[src/rtl/owt_pkg.sv]
package owt_pkg;

   // log2 of the largest prescale ratio
   localparam int unsigned MAX_DIV_LOG2 = 3;
   localparam int unsigned PRESC_W      = MAX_DIV_LOG2;

   typedef enum logic [1:0] {
      DIV_BY8 = 2'b00,
      DIV_BY4 = 2'b01,
      DIV_BY2 = 2'b10,
      DIV_BY1 = 2'b11
   } owt_div_e;

   typedef struct packed {
      logic     sel;
      owt_div_e div;
   } owt_src_cfg_t;

   // terminal value of the prescaler counter (ratio minus one)
   function automatic logic [PRESC_W-1:0] presc_last(input owt_div_e d);
      case (d)
         DIV_BY1: presc_last = PRESC_W'(0);
         DIV_BY2: presc_last = PRESC_W'(1);
         DIV_BY4: presc_last = PRESC_W'(3);
         default: presc_last = PRESC_W'(7);
      endcase
   endfunction

endpackage

[src/rtl/owt_prescaler.sv]
module owt_prescaler
   import owt_pkg::*;
#(
   parameter bit BYPASS = 1'b0
) (
   input  logic     clk,
   input  logic     rst_n,
   input  logic     clear,
   input  logic     tick_in,
   input  owt_div_e div,
   output logic     tick_out
);

   generate
      if (BYPASS) begin : g_bypass
         assign tick_out = tick_in;
      end else begin : g_count
         logic [PRESC_W-1:0] pcnt;
         logic [PRESC_W-1:0] last;

         assign last     = presc_last(div);
         assign tick_out = tick_in && (pcnt == last);

         always_ff @(posedge clk or negedge rst_n) begin
            if (!rst_n)        pcnt <= '0;
            else if (clear)    pcnt <= '0;
            else if (tick_out) pcnt <= '0;
            else if (tick_in)  pcnt <= pcnt + 1'b1;
         end

         // phase never passes the ratio chosen by the latched code
         p_presc_bound_r2: assert property (@(posedge clk) disable iff (!rst_n)
            !clear |=> (pcnt <= last));

         // prescaler output only on an input tick
         p_presc_gated_r2: assert property (@(posedge clk) disable iff (!rst_n)
            tick_out |-> tick_in);
      end
   endgenerate

endmodule

[src/rtl/owt_unit_counter.sv]
module owt_unit_counter #(
   parameter int unsigned UNIT_LOG2 = 7,
   parameter int unsigned CNT_W     = 8
) (
   input  logic             clk,
   input  logic             rst_n,
   input  logic             start,
   input  logic             ptick,
   input  logic [CNT_W-1:0] count_cfg,
   output logic             running,
   output logic             expire
);

   localparam int unsigned UW = CNT_W + 1;

   logic [UNIT_LOG2-1:0] sub;
   logic [UW-1:0]        units;
   logic [UW-1:0]        target;
   logic                 utick;

   // zero stands for the full range
   assign target = (count_cfg == '0) ? (UW'(1) << CNT_W) : {1'b0, count_cfg};
   assign utick  = running && ptick && (sub == '1);
   assign expire = utick && ((units + 1'b1) == target);

   always_ff @(posedge clk or negedge rst_n) begin
      if (!rst_n) begin
         sub     <= '0;
         units   <= '0;
         running <= 1'b0;
      end else if (start) begin
         sub     <= '0;
         units   <= '0;
         running <= 1'b1;
      end else if (running && ptick) begin
         sub <= sub + 1'b1;
         if (expire) begin
            running <= 1'b0;
            units   <= '0;
         end else if (utick) begin
            units <= units + 1'b1;
         end
      end
   end

   // the counter halts once the programmed length has elapsed
   p_stop_after_expire_r6: assert property (@(posedge clk) disable iff (!rst_n)
      (expire && !start) |=> !running);

   // the unit count stays below the target while a run is active
   p_units_bound_r4: assert property (@(posedge clk) disable iff (!rst_n)
      running |-> (units < target));

   // an idle counter holds its state
   p_idle_hold_r6: assert property (@(posedge clk) disable iff (!rst_n)
      (!running && !start) |=> (!running && $stable(units)));

endmodule

[src/rtl/owt_irq_flag.sv]
module owt_irq_flag (
   input  logic clk,
   input  logic rst_n,
   input  logic start,
   input  logic expire,
   input  logic enable,
   input  logic clr,
   output logic flag
);

   logic set_req;
   assign set_req = expire && enable && !start;

   always_ff @(posedge clk or negedge rst_n) begin
      if (!rst_n)       flag <= 1'b0;
      else if (start)   flag <= 1'b0;
      else if (set_req) flag <= 1'b1;
      else if (clr)     flag <= 1'b0;
   end

   // the flag rises only at an enabled expiry
   p_set_needs_en_r5: assert property (@(posedge clk) disable iff (!rst_n)
      $rose(flag) |-> $past(expire && enable));

   // the flag holds without a clear or a restart
   p_flag_hold_r7: assert property (@(posedge clk) disable iff (!rst_n)
      (flag && !clr && !start) |=> flag);

   // a restart always leaves the flag low
   p_start_clears_r8: assert property (@(posedge clk) disable iff (!rst_n)
      start |=> !flag);

endmodule

[src/rtl/osc_warmup_timer.sv]
module osc_warmup_timer
   import owt_pkg::*;
#(
   parameter int unsigned UNIT_LOG2 = 7,
   parameter int unsigned CNT_W     = 8,
   parameter bit          NO_PRESC  = 1'b0
) (
   input  logic             clk,
   input  logic             rst_n,
   input  logic             hf_tick,
   input  logic             lf_tick,
   input  logic             src_sel,
   input  logic [1:0]       div_code,
   input  logic [CNT_W-1:0] warm_count,
   input  logic             irq_en,
   input  logic             start,
   input  logic             irq_clr,
   output logic             irq
);

   generate
      if (UNIT_LOG2 < 1 || UNIT_LOG2 > 16) begin : g_bad_unit
         $error("UNIT_LOG2 must lie in 1..16");
      end
      if (CNT_W < 1 || CNT_W > 16) begin : g_bad_cnt
         $error("CNT_W must lie in 1..16");
      end
   endgenerate

   owt_src_cfg_t     cfg;
   logic [CNT_W-1:0] cfg_count;
   logic             running;
   logic             sel_tick;
   logic             ptick;
   logic             expire;

   always_ff @(posedge clk or negedge rst_n) begin
      if (!rst_n) begin
         cfg       <= '{sel: 1'b0, div: DIV_BY8};
         cfg_count <= '0;
      end else if (start) begin
         cfg       <= '{sel: src_sel, div: owt_div_e'(div_code)};
         cfg_count <= warm_count;
      end
   end

   assign sel_tick = running && (cfg.sel ? lf_tick : hf_tick);

   owt_prescaler #(.BYPASS(NO_PRESC)) u_presc (
      .clk      (clk),
      .rst_n    (rst_n),
      .clear    (start),
      .tick_in  (sel_tick),
      .div      (cfg.div),
      .tick_out (ptick)
   );

   owt_unit_counter #(.UNIT_LOG2(UNIT_LOG2), .CNT_W(CNT_W)) u_units (
      .clk       (clk),
      .rst_n     (rst_n),
      .start     (start),
      .ptick     (ptick),
      .count_cfg (cfg_count),
      .running   (running),
      .expire    (expire)
   );

   owt_irq_flag u_flag (
      .clk    (clk),
      .rst_n  (rst_n),
      .start  (start),
      .expire (expire),
      .enable (irq_en),
      .clr    (irq_clr),
      .flag   (irq)
   );

   // latched settings stay fixed between restarts
   p_cfg_stable_r8: assert property (@(posedge clk) disable iff (!rst_n)
      !start |=> ($stable(cfg) && $stable(cfg_count)));

   // no request while the timer has never been started or is idle without a flag
   p_idle_quiet_r9: assert property (@(posedge clk) disable iff (!rst_n)
      (!running && !irq && !start) |=> !irq);

endmodule

[config.mk]
export PLATFORM = sky130hd
export DESIGN_NAME = osc_warmup_timer
export DESIGN_NICKNAME = d
export VERILOG_FILES = /design/src/rtl/owt_pkg.sv /design/src/rtl/owt_prescaler.sv /design/src/rtl/owt_unit_counter.sv /design/src/rtl/owt_irq_flag.sv /design/src/rtl/osc_warmup_timer.sv
export SDC_FILE = /design/constraint.sdc
export NUM_CORES = 1
export LEC_CHECK = 0
export CAP_MARGIN = 20
export CORE_ASPECT_RATIO = 0.9
export CORE_MARGIN = 3
export CORE_UTILIZATION = 45
export DETAILED_ROUTE_END_ITERATION = 6
export GPL_ROUTABILITY_DRIVEN = 0
export PLACE_DENSITY = 0.68
export SLEW_MARGIN = 0
export SYNTH_ARGS = -nofsm -noshare
export SYNTH_HDL_FRONTEND = slang
export SYNTH_SLANG_ARGS = --single-unit
export TNS_END_PERCENT = 20
[constraint.sdc]
create_clock -name clk -period 2.12 [get_ports clk]
set_input_delay 0.636 -clock clk [delete_from_list [all_inputs] [get_ports clk]]
set_output_delay 0.636 -clock clk [all_outputs]
set_load 0.03 [all_outputs]
==> key figures <==
Logic synthesis
  • Area share of the largest cell type after synthesis: around 40%
  • Mapped Cells: between 150 and 200
  • #FFs+latches synth: 32
  • Post-synth ARST share: 100%
  • Post-Syn Area: ~0.0020 mm²
  • Syn_nets: around 220
  • Area leader, netlist: dfrtp_1
  • Primary FF master, synth: dfrtp_1
  • Post-synth EDFFs: 0
  • Synth unique cells: 46
  • Register area share after synthesis: approximately 40%
  • Yosys warns: 0
  • Syn Area/Cell: a little over 10 µm²
  • Main area contributors after synthesis: dfrtp_1 40%, xnor2_1 7.9%, mux2_2 6.7%

Setup path
  • Worst path arrival time: around 2.2 ns
  • CP Data Required Time: 2.29 ns
  • Critical Path Start Type: register
  • R2r worst-path depth: 5
  • Worst Setup Path Type: register to register
  • Crit path max fanout: 6
  • Critical Path End Type: register

Place
  • Setup WS pre-CTS: -0.244 ns
  • Placed cells: approximately 290
  • Port buffer count: 18
  • Hpwl dp: approximately 3400 µm
  • DP Area: 0.00239 mm²

CTS
  • Clk Latency, worst-skew pair: 0.28 ns
  • Max clock buf depth: 2
  • CTS buffer count: 5
  • CTS tree: done
  • Hold buffer count at CTS: 0
  • Reg clk slew, reported paths: ~0.080 ns
  • Root Driver: clkbuf_8
  • Clock H-tree levels: 2
  • # Post-CTS Setup Buffers: 0
  • CTS sink cnt: 32

Route
  • 1st-iter DRT viols: roughly 100
  • Router iterations before antenna repair: 4
  • Number of remaining DRC errors: 0
  • Via count: approximately 1700
  • Routed WL per cell: 16.5 µm
  • Routed WL: 4860 µm
  • Number of vias per cell: 5.73
  • DRT antenna net count: 0

Timing
  • PnR worst setup slack: a little over 0.04 ns
  • Hold slack final: between 0.5 and 0.6 ns
  • Tmin final: 2.08 ns
  • Max-slew headroom: ~70%
  • RSZ-0062 raised after global routing: true
  • Final Max Slew Viols: 0
  • Count of endpoints failing hold in the final timing report: 0
  • Final period util: 98.0%
  • Fmax: 481 MHz
  • Final Setup Violations: 0
  • Worst-margin pin slew: approximately 0.43 ns
  • Clock skew: 0.0150 ns

Flow run
  • Max-capacitance violation count: 0

Die
  • Initial Util: a little under half
  • Die W: 76.3 µm
  • Std-Cell Rows: 22
  • Die height: just under 70 µm
  • Ports: 19
  • Core ar.: 0.00418 mm²
  • Die ar.: 0.00529 mm²

Global routing
  • Global-route wire length before repair: between 8000 and 9000 µm
  • GRT Overall Usage: between 10% and 20%
  • Largest net degree at the start of global routing: 33
  • Vias in the first global route: 1750
  • GRT overflow: 0
  • Initial antenna violation count: 0

Power and ir drop
  • Leak: 0.000959 µW
  • Power Dens Cells: 548 mW/mm²
  • Worst vdd ir: around 350 µV

Finish
  • Nets@finish: around 260
  • Fill cells: ~360
  • Register Area: between 800 and 900 µm²
  • Finished Cell Area: 0.00260 mm²
  • Area added between synthesis and finish: 29.9%
  • Layout cell share with drive strength beyond 1: between 20% and 30%
  • Antenna cell count: 0
  • Area taken by multi-input logic gates: roughly 0.0012 mm²
  • Post-route insts no fill: between 200 and 300

Status
  • Status: completed

Min path
  • Hold Crit Depth: 1
  • Worst hold path class: register to register
==> report_power, final <==
part | total, µW | switching (µW) | internal (µW)
combinational | 276 | 137 | 138
sequential | 660 | 21.3 | 639
clock | 491 | 232 | 259
==> cells in the final DEF (no fill, tap or decap), types with 4 or more instances in the layout <==
master	synthesis	final
nor2_1	8	8
buf_4	0	23
nand3_1	7	7
inv_1	5	5
a2111oi_2	4	7
a211oi_2	0	5
nand2_1	18	17
xnor2_1	18	17
dfrtp_1	32	32
mux2_2	12	11
a311oi_1	8	7
clkdlybuf4s50_1	0	18
a21oi_1	4	4
clkbuf_8	0	6
==> metal layers <==
| metal | global-route usage [%] | routed length, µm | up-vias | share of wire (%) |
|---|---|---|---|---|
| met3 | 3.90 | 217 | 6 | 4.5 |
| met1 | 23.6 | 2130 | 827 | 44 |
| li1 | - | - | 814 | - |
| met5 | 0 | 0 | - | 0 |
| met4 | 6.84 | 50 | 0 | 1.0 |
| met2 | 30.8 | 2460 | 42 | 51 |
==> stage by stage <==
step	util, %	power (µW)	setup TNS (ns)
CTS	59.7	1420	0
finish	62.2	1430	0
global placement	57.2	912	-1.12
floorplan	-	809	0
global route	62.2	1500	-0.166
detailed placement	57.2	926	-1.90
==> repair_timing <==
item / in CTS / in global routing
setup endpoints to repair: 6 / 11
pin swaps: 0 / 5
gates resized for setup: 5 / 19
gates cloned: 0 / 1
==> path summary, 6_finish.rpt <==
path / from / end / slack, ns
min: cfg[2]$_DFFE_PN0P_ / cfg[2]$_DFFE_PN0P_ / 0.54
min in group asynchronous: rst_n / u_units.sub[3]$_DFFE_PN0P_ / 0.75
min reg2reg: cfg[2]$_DFFE_PN0P_ / cfg[2]$_DFFE_PN0P_ / 0.54
max reg2reg: u_presc.g_count.pcnt[1]$_DFFE_PN0P_ / u_units.units[8]$_DFFE_PN0P_ / 0.04
max: u_presc.g_count.pcnt[1]$_DFFE_PN0P_ / u_units.units[8]$_DFFE_PN0P_ / 0.04
max in group asynchronous: rst_n / u_presc.g_count.pcnt[0]$_DFFE_PN0P_ / 1.06
==> worst max-delay path, cell delays in order (launching register included) <==
cell and delay, ns:
dfrtp_1 0.43, or4b_4 0.60, buf_4 0.19, a2111oi_2 0.43, a211oi_2 0.08, a311oi_2 0.24
==> synth_stat cells (all sizes together), types with 3 or more instances <==
cell	instances
dfrtp	32
nand2	18
xnor2	18
mux2	12
a2111oi	10
a311oi	8
nor2	8
nand3	7
a211oi	6
and2	6
buf	6
a21oi	5
clkbuf	5
inv	5
ha	3
mux2i	3
nand2b	3
nand3b	3
nand4	3
nor2b	3
o21ai	3
or3	3
xor2	3
==> flip-flops by register name, indices dropped and copies added, names as in the netlist <==
name	flops
cfg	3
cfg_count	8
u_units.sub	7
u_units.units	9
u_presc.g_count.pcnt	3
u_flag.flag	1
u_units.running	1
==> logic make-up after synthesis <==
kind of cell | Yosys count | synth area share (%)
and+or+nand+nor | 66 | 18.4
AOI/OAI and AO/OA | 41 | 18.4
buffers and inverters | 16 | 3.88
muxes | 15 | 8.25
DFF | 32 | 40.0
adders and majority gates | 3 | 1.88
xor gates and xnor gates | 21 | 9.19
==> area by class of cell <==
| class | instances | share of cell area (%) |
|---|---|---|
| inverter | 5 | 0.722 |
| multi-input combinational | 147 | 47.6 |
| clock buffer | 6 | 3.17 |
| sequential | 32 | 30.8 |
| tap | 60 | 2.89 |
| timing repair buffer | 43 | 14.4 |
| clock inverter | 2 | 0.385 |
(Power assumes the default switching activity.)
